--- src/rtl/rom_search_pkg.sv ---
package rom_search_pkg;

   typedef enum logic [1:0] {
      SEQ_IDLE   = 2'd0,
      SEQ_RD_ID  = 2'd1,
      SEQ_RD_CMP = 2'd2,
      SEQ_WRITE  = 2'd3
   } seq_state_t;

   function automatic logic [1:0] pick_branch(input logic id_bit,
                                              input logic cmp_bit,
                                              input logic pref_bit);
      // returns {chosen, discrepancy}
      if (id_bit != cmp_bit) return {id_bit, 1'b0};
      else if (id_bit == 1'b0) return {pref_bit, 1'b1};
      else return 2'b11;
   endfunction

endpackage

--- src/rtl/rom_search_lane_map.sv ---
module rom_search_lane_map #(
   parameter int STEPS = 4
) (
   input  logic [2*STEPS-1:0] host_byte_i,
   input  logic [STEPS-1:0]   chosen_i,
   input  logic [STEPS-1:0]   disc_i,
   output logic [STEPS-1:0]   pref_o,
   output logic [2*STEPS-1:0] resp_o
);
   logic [STEPS-1:0] unused_even;

   for (genvar k = 0; k < STEPS; k++) begin : g_lane
      assign pref_o[k]        = host_byte_i[2*k+1];
      assign unused_even[k]   = host_byte_i[2*k];
      assign resp_o[2*k+1]    = chosen_i[k];
      assign resp_o[2*k]      = disc_i[k];
   end
endmodule

--- src/rtl/rom_search_decide.sv ---
module rom_search_decide (
   input  logic id_bit_i,
   input  logic cmp_bit_i,
   input  logic pref_i,
   output logic chosen_o,
   output logic disc_o
);
   import rom_search_pkg::*;

   always_comb begin
      {chosen_o, disc_o} = pick_branch(id_bit_i, cmp_bit_i, pref_i);
   end
endmodule

--- src/rtl/rom_search_seq.sv ---
module rom_search_seq #(
   parameter int STEPS = 4
) (
   input  logic             clk,
   input  logic             rst_n,
   input  logic             enable_i,
   input  logic             start_i,
   input  logic [STEPS-1:0] pref_i,
   input  logic             rd_done_i,
   input  logic             rd_bit_i,
   input  logic             wr_done_i,
   output logic             rd_req_o,
   output logic             wr_req_o,
   output logic             wr_bit_o,
   output logic             busy_o,
   output logic             last_done_o,
   output logic [STEPS-1:0] chosen_o,
   output logic [STEPS-1:0] disc_o
);
   import rom_search_pkg::*;

   localparam int CNT_W = (STEPS > 1) ? $clog2(STEPS) : 1;
   localparam logic [CNT_W-1:0] LAST_STEP = CNT_W'(STEPS - 1);

   seq_state_t       state_q;
   logic [CNT_W-1:0] step_q;
   logic [STEPS-1:0] pref_q;
   logic [STEPS-1:0] chosen_q;
   logic [STEPS-1:0] disc_q;
   logic             id_q;
   logic             chosen_d;
   logic             disc_d;
   logic             accept;

   assign accept = enable_i && start_i && (state_q == SEQ_IDLE);

   rom_search_decide decide_i (
      .id_bit_i  (id_q),
      .cmp_bit_i (rd_bit_i),
      .pref_i    (pref_q[step_q]),
      .chosen_o  (chosen_d),
      .disc_o    (disc_d)
   );

   always_ff @(posedge clk or negedge rst_n) begin
      if (!rst_n) begin
         state_q  <= SEQ_IDLE;
         step_q   <= '0;
         pref_q   <= '0;
         chosen_q <= '0;
         disc_q   <= '0;
         id_q     <= 1'b0;
      end else if (!enable_i) begin
         state_q <= SEQ_IDLE;
         step_q  <= '0;
      end else begin
         case (state_q)
            SEQ_IDLE: begin
               if (accept) begin
                  pref_q   <= pref_i;
                  chosen_q <= '0;
                  disc_q   <= '0;
                  step_q   <= '0;
                  state_q  <= SEQ_RD_ID;
               end
            end
            SEQ_RD_ID: begin
               if (rd_done_i) begin
                  id_q    <= rd_bit_i;
                  state_q <= SEQ_RD_CMP;
               end
            end
            SEQ_RD_CMP: begin
               if (rd_done_i) begin
                  chosen_q[step_q] <= chosen_d;
                  disc_q[step_q]   <= disc_d;
                  state_q          <= SEQ_WRITE;
               end
            end
            SEQ_WRITE: begin
               if (wr_done_i) begin
                  if (step_q == LAST_STEP) begin
                     state_q <= SEQ_IDLE;
                     step_q  <= '0;
                  end else begin
                     step_q  <= step_q + CNT_W'(1);
                     state_q <= SEQ_RD_ID;
                  end
               end
            end
            default: state_q <= SEQ_IDLE;
         endcase
      end
   end

   assign rd_req_o    = (state_q == SEQ_RD_ID) || (state_q == SEQ_RD_CMP);
   assign wr_req_o    = (state_q == SEQ_WRITE);
   assign wr_bit_o    = chosen_q[step_q];
   assign busy_o      = (state_q != SEQ_IDLE);
   assign last_done_o = enable_i && (state_q == SEQ_WRITE) && wr_done_i &&
                        (step_q == LAST_STEP);
   assign chosen_o    = chosen_q;
   assign disc_o      = disc_q;
endmodule

--- src/rtl/rom_search_accel.sv ---
module rom_search_accel #(
   parameter int STEPS = 4,
   localparam int BYTE_W = 2 * STEPS
) (
   input  logic              clk,
   input  logic              rst_n,
   input  logic              accel_en,
   input  logic              host_wr_valid,
   input  logic [BYTE_W-1:0] host_wr_data,
   output logic [BYTE_W-1:0] resp_data,
   output logic              resp_full,
   output logic              busy,
   output logic              rd_req,
   input  logic              rd_done,
   input  logic              rd_bit,
   output logic              wr_req,
   output logic              wr_bit,
   input  logic              wr_done
);
   if (STEPS < 1 || STEPS > 16) begin : g_bad_steps
      $error("rom_search_accel: STEPS must lie in 1..16");
   end

   logic [STEPS-1:0]  pref;
   logic [STEPS-1:0]  chosen;
   logic [STEPS-1:0]  disc;
   logic [BYTE_W-1:0] resp_next;
   logic              last_done;

   rom_search_lane_map #(.STEPS(STEPS)) lane_i (
      .host_byte_i (host_wr_data),
      .chosen_i    (chosen),
      .disc_i      (disc),
      .pref_o      (pref),
      .resp_o      (resp_next)
   );

   rom_search_seq #(.STEPS(STEPS)) seq_i (
      .clk         (clk),
      .rst_n       (rst_n),
      .enable_i    (accel_en),
      .start_i     (host_wr_valid),
      .pref_i      (pref),
      .rd_done_i   (rd_done),
      .rd_bit_i    (rd_bit),
      .wr_done_i   (wr_done),
      .rd_req_o    (rd_req),
      .wr_req_o    (wr_req),
      .wr_bit_o    (wr_bit),
      .busy_o      (busy),
      .last_done_o (last_done),
      .chosen_o    (chosen),
      .disc_o      (disc)
   );

   always_ff @(posedge clk or negedge rst_n) begin
      if (!rst_n) begin
         resp_data <= '0;
         resp_full <= 1'b0;
      end else begin
         resp_full <= last_done;
         if (last_done) resp_data <= resp_next;
      end
   end
endmodule

--- config.mk ---
export PLATFORM = sky130hd
export DESIGN_NAME = rom_search_accel
export DESIGN_NICKNAME = d
export VERILOG_FILES = /design/src/rtl/rom_search_pkg.sv /design/src/rtl/rom_search_lane_map.sv /design/src/rtl/rom_search_decide.sv /design/src/rtl/rom_search_seq.sv /design/src/rtl/rom_search_accel.sv
export SDC_FILE = /design/constraint.sdc
export NUM_CORES = 1
export LEC_CHECK = 0
export ABC_CLOCK_PERIOD_IN_PS = 2100
export BUFFER_PORTS_ARGS = -buffer_cell sky130_fd_sc_hd__buf_2
export CORE_ASPECT_RATIO = 0.7
export CORE_MARGIN = 2
export CORE_UTILIZATION = 53
export CTS_CLUSTER_SIZE = 24
export DETAILED_ROUTE_END_ITERATION = 7
export GPL_TIMING_DRIVEN = 0
export PLACE_DENSITY = 0.78
export REMOVE_ABC_BUFFERS = 1
export SLEW_MARGIN = 20
export SYNTH_ARGS = -nofsm -noshare
export SYNTH_HDL_FRONTEND = slang
export SYNTH_SLANG_ARGS = --single-unit
--- constraint.sdc ---
create_clock -name clk -period 2.1 [get_ports clk]
set_input_delay 0.525 -clock clk [delete_from_list [all_inputs] [get_ports clk]]
set_output_delay 0.525 -clock clk [all_outputs]
set_load 0.005 [all_outputs]
==> flow_metrics.py <==
metrics = {
    "die": {
        "row_count": 15,
        "die_h_um": 46.27,
        "dieArea_mm2": 0.002979,
        "io_pins": 28,
        "core-area_mm2": 0.002440,
        "initial_core_util_pct": 55.44,
        "fp.dieW_um": 64.38,
    },
    "route": {
        "vias": 1084,
        "via_per_inst": 5.859,
        "drtPass1Iterations": 5,
        "first_iter_violations": 83,
        "antenna_left": 0,
        "drc": 0,
        "routed_wl_mm": 2.799,
        "wire_per_inst_um": 15.13,
    },
    "critical_path": {
        "worst_setup_path_end_kind": "primary output",
        "timing.rr.end": "seq_i.step_q[0]$_DFFE_PN0P_",
        "endpoint": "wr_bit",
        "worst_r2r_startpoint": "seq_i.state_q[1]$_DFFE_PN0P_",
        "worstPathArrival_ns": 1.50,
        "r2r_slack_ns": 0.08,
        "cp-start-kind": "flip-flop",
        "required_ns": 1.57,
        "path_max_fanout": 8,
        "path_class": "flip-flop to primary output",
        "r2r_cells": 5,
        "crit_start": "seq_i.step_q[0]$_DFFE_PN0P_",
    },
    "pwr": {
        "powerDensity_mw_per_mm2": 1072,
        "leakagePower_nw": 0.7241,
        "ir_worst_vdd_v": 0.0005992,
    },
    "timing": {
        "skew_ns": 0.01378,
        "min_period_over_period_pct": 96.50,
        "hold_viol_final": 0,
        "fin_crit_ns": 2.026,
        "tightest_slew_ns": 0.5903,
        "slew_headroom_pct": 60.53,
        "hold_slack_ns": 0.1494,
        "finalWorstSetupSlack_ns": 0.07357,
        "max_freq_ghz": 0.4935,
        "slew_viol_final": 0,
        "finalSetupViolations": 0,
    },
    "synth": {
        "synth_edf_count": 0,
        "synthDistinctLibCells": 32,
        "async_flop_share_pct": 100.0,
        "syn_area_mm2": 0.001353,
        "ys.flop_type": "dfrtp_1",
        "avgSynthCellArea_um2": 10.57,
        "synth_warnings": 0,
        "ys_seq_elements": 26,
        "synthCells": 128,
        "synth_seq_area_share_pct": 48.10,
    },
    "placed_design": {
        "io_buffers": 23,
        "dp_hpwl_mm": 2.014,
        "routabilityCongestion": 0.8575,
        "place_area_mm2": 0.001486,
        "pre_cts_ws_ns": -0.02052,
    },
    "clock_tree": {
        "cts_tree": "built",
        "clkSinkCount": 26,
        "cts_resized": 3,
        "cts_root_buf": "clkbuf_4",
        "clk_pin_slew_ns": 0.14,
        "clk_latency_ns": 0.34,
        "htree_num_levels": 1,
        "post-cts-setup-buffer-count": 0,
        "cts_inserted_buffers": 3,
        "postCtsHoldBufs": 0,
        "clock_path_buffers": 2,
    },
    "global_route": {
        "grt_use_total_pct": 20.99,
        "first_global_vias": 962,
        "globalRouteOverflowTotal": 0,
        "antenna_found_initial": 0,
        "grt_max_degree": 27,
        "grt_pass1_wl_mm": 4.519,
    },
    "cells_and_area": {
        "seq_area_um2": 651.9,
        "n_antenna_cell": 0,
        "nets": 175,
        "multi_input_comb_area_um2": 635.6,
        "finalInstanceArea_mm2": 0.001569,
        "n_fill_cell": 205,
        "drive_above_1_share_pct": 30.46,
        "syn2layout_area_growth_pct": 16.00,
    },
    "worst_hold_path": {
        "hp-class": "input port to asynchronous set/reset pin",
    },
    "flow_run": {
        "max-cap-violations": 0,
    },
    "run_status": {
        "status": "complete, no violations",
    },
}
## cell type report
| class | count | share of cell area (%) |
|---|---|---|
| flip-flops and latches | 26 | 41.55 |
| inverters | 19 | 4.545 |
| clock buffers | 3 | 1.435 |
| clock inverters | 1 | 1.914 |
| repair buffers | 23 | 7.337 |
| multi-input cells | 79 | 40.51 |
| well taps | 34 | 2.711 |
## logic make-up after synthesis
family          count (synthesis)  share of synthesized area, %
flops                          26                         48.10
fa+ha+maj                       8                         7.401
compound gates                 29                         15.63
mux                            11                         9.620
buf+inv                        23                         7.030
simple gates                   31                         12.21
## through the flow
| step | TNS [ns] | total power, mW | std cells | utilization (%) |
|---|---|---|---|---|
| 5_1_grt | -0.09491 | 1.791 | 185 | 64.31 |
| 2_1_floorplan | 0 | 1.086 | 124 | - |
| 6_report | 0 | 1.682 | 185 | 64.31 |
| 3_3_place_gp | 0 | 1.220 | 181 | 60.92 |
| 4_1_cts | -0.06448 | 1.609 | 185 | 63.23 |
| 3_5_place_dp | -0.04102 | 1.260 | 181 | 60.92 |
## worst max-delay path: stages, from the launching register on
cell     delay [ns]
dfrtp_2        0.50
mux4_2         0.54
buf_2          0.14
## cell usage in the layout, fill, tap and decap left out, types with 2 or more instances in the layout
cell type  Yosys  final
dfrtp_1       26     25
buf_2          1     23
inv_1         18     18
nand2_1        9      9
o21ai_0        8      8
nand3_1        7      7
ha_1           8      7
mux2_2         6      6
o32ai_1        4      4
o22ai_1        4      4
nand2b_1       3      3
nor2b_1        4      3
mux2i_1        4      3
a2111oi_2      0      3
clkbuf_4       0      3
nand4_1        2      2
nor3_1         2      2
nor2_1         2      2
## routing by layer
metal | track usage, % | vias to the layer above | wire (µm)
li1 | - | 500 | -
met1 | 26.30 | 521 | 1166
met2 | 36.46 | 50 | 1382
met3 | 5.134 | 13 | 183
met4 | 7.660 | 0 | 67
met5 | 0 | - | 0
## cell usage after synthesis, drive strengths merged, types with 2 or more instances
cell | count | area [µm²]
nand2 | 9 | 33.78
inv | 19 | 71.31
o21ai | 8 | 40.04
o32ai | 4 | 35.03
nand2b | 3 | 18.77
o31ai | 2 | 20.02
nand4 | 2 | 12.51
nor2b | 4 | 25.02
nor3 | 2 | 10.01
clkbuf | 2 | 7.510
mux2 | 6 | 67.56
ha | 8 | 100.1
nor2 | 2 | 7.510
buf | 2 | 16.26
mux2i | 4 | 40.04
a2111oi | 4 | 35.03
nand3 | 7 | 35.03
o22ai | 4 | 25.02
dfrtp | 26 | 650.6
## sequential cells by signal (all words and copies together), names as in the netlist
signal and flops:
resp_data 8, seq_i.chosen_o 4, seq_i.disc_o 4, seq_i.pref_q 4, seq_i.state_q 2, seq_i.step_q 2
resp_full 1, seq_i.id_q 1
## worst min-delay path by stage
stage                              from                     endpoint  slack (ns)  cells past startpoint
2_1_floorplan                     rst_n     resp_data[0]$_DFFE_PN0P_        0.23                      0
3_3_place_gp   resp_data[0]$_DFFE_PN0P_     resp_data[0]$_DFFE_PN0P_        0.46                      2
3_5_place_dp   resp_data[5]$_DFFE_PN0P_     resp_data[5]$_DFFE_PN0P_        0.46                      2
4_1_cts                           rst_n     resp_data[0]$_DFFE_PN0P_        0.17                      1
5_1_grt                           rst_n  seq_i.disc_o[0]$_DFFE_PN0P_        0.19                      1
6_report                          rst_n     resp_data[0]$_DFFE_PN0P_        0.15                      1
## report_power, final
group          switching [mW]  total [mW]  internal [mW]
sequential             0.0653       0.650          0.584
combinational           0.389       0.692          0.303
clock                   0.147       0.340          0.194
total                   0.601        1.68           1.08
Power figures use the tool's default switching activity.
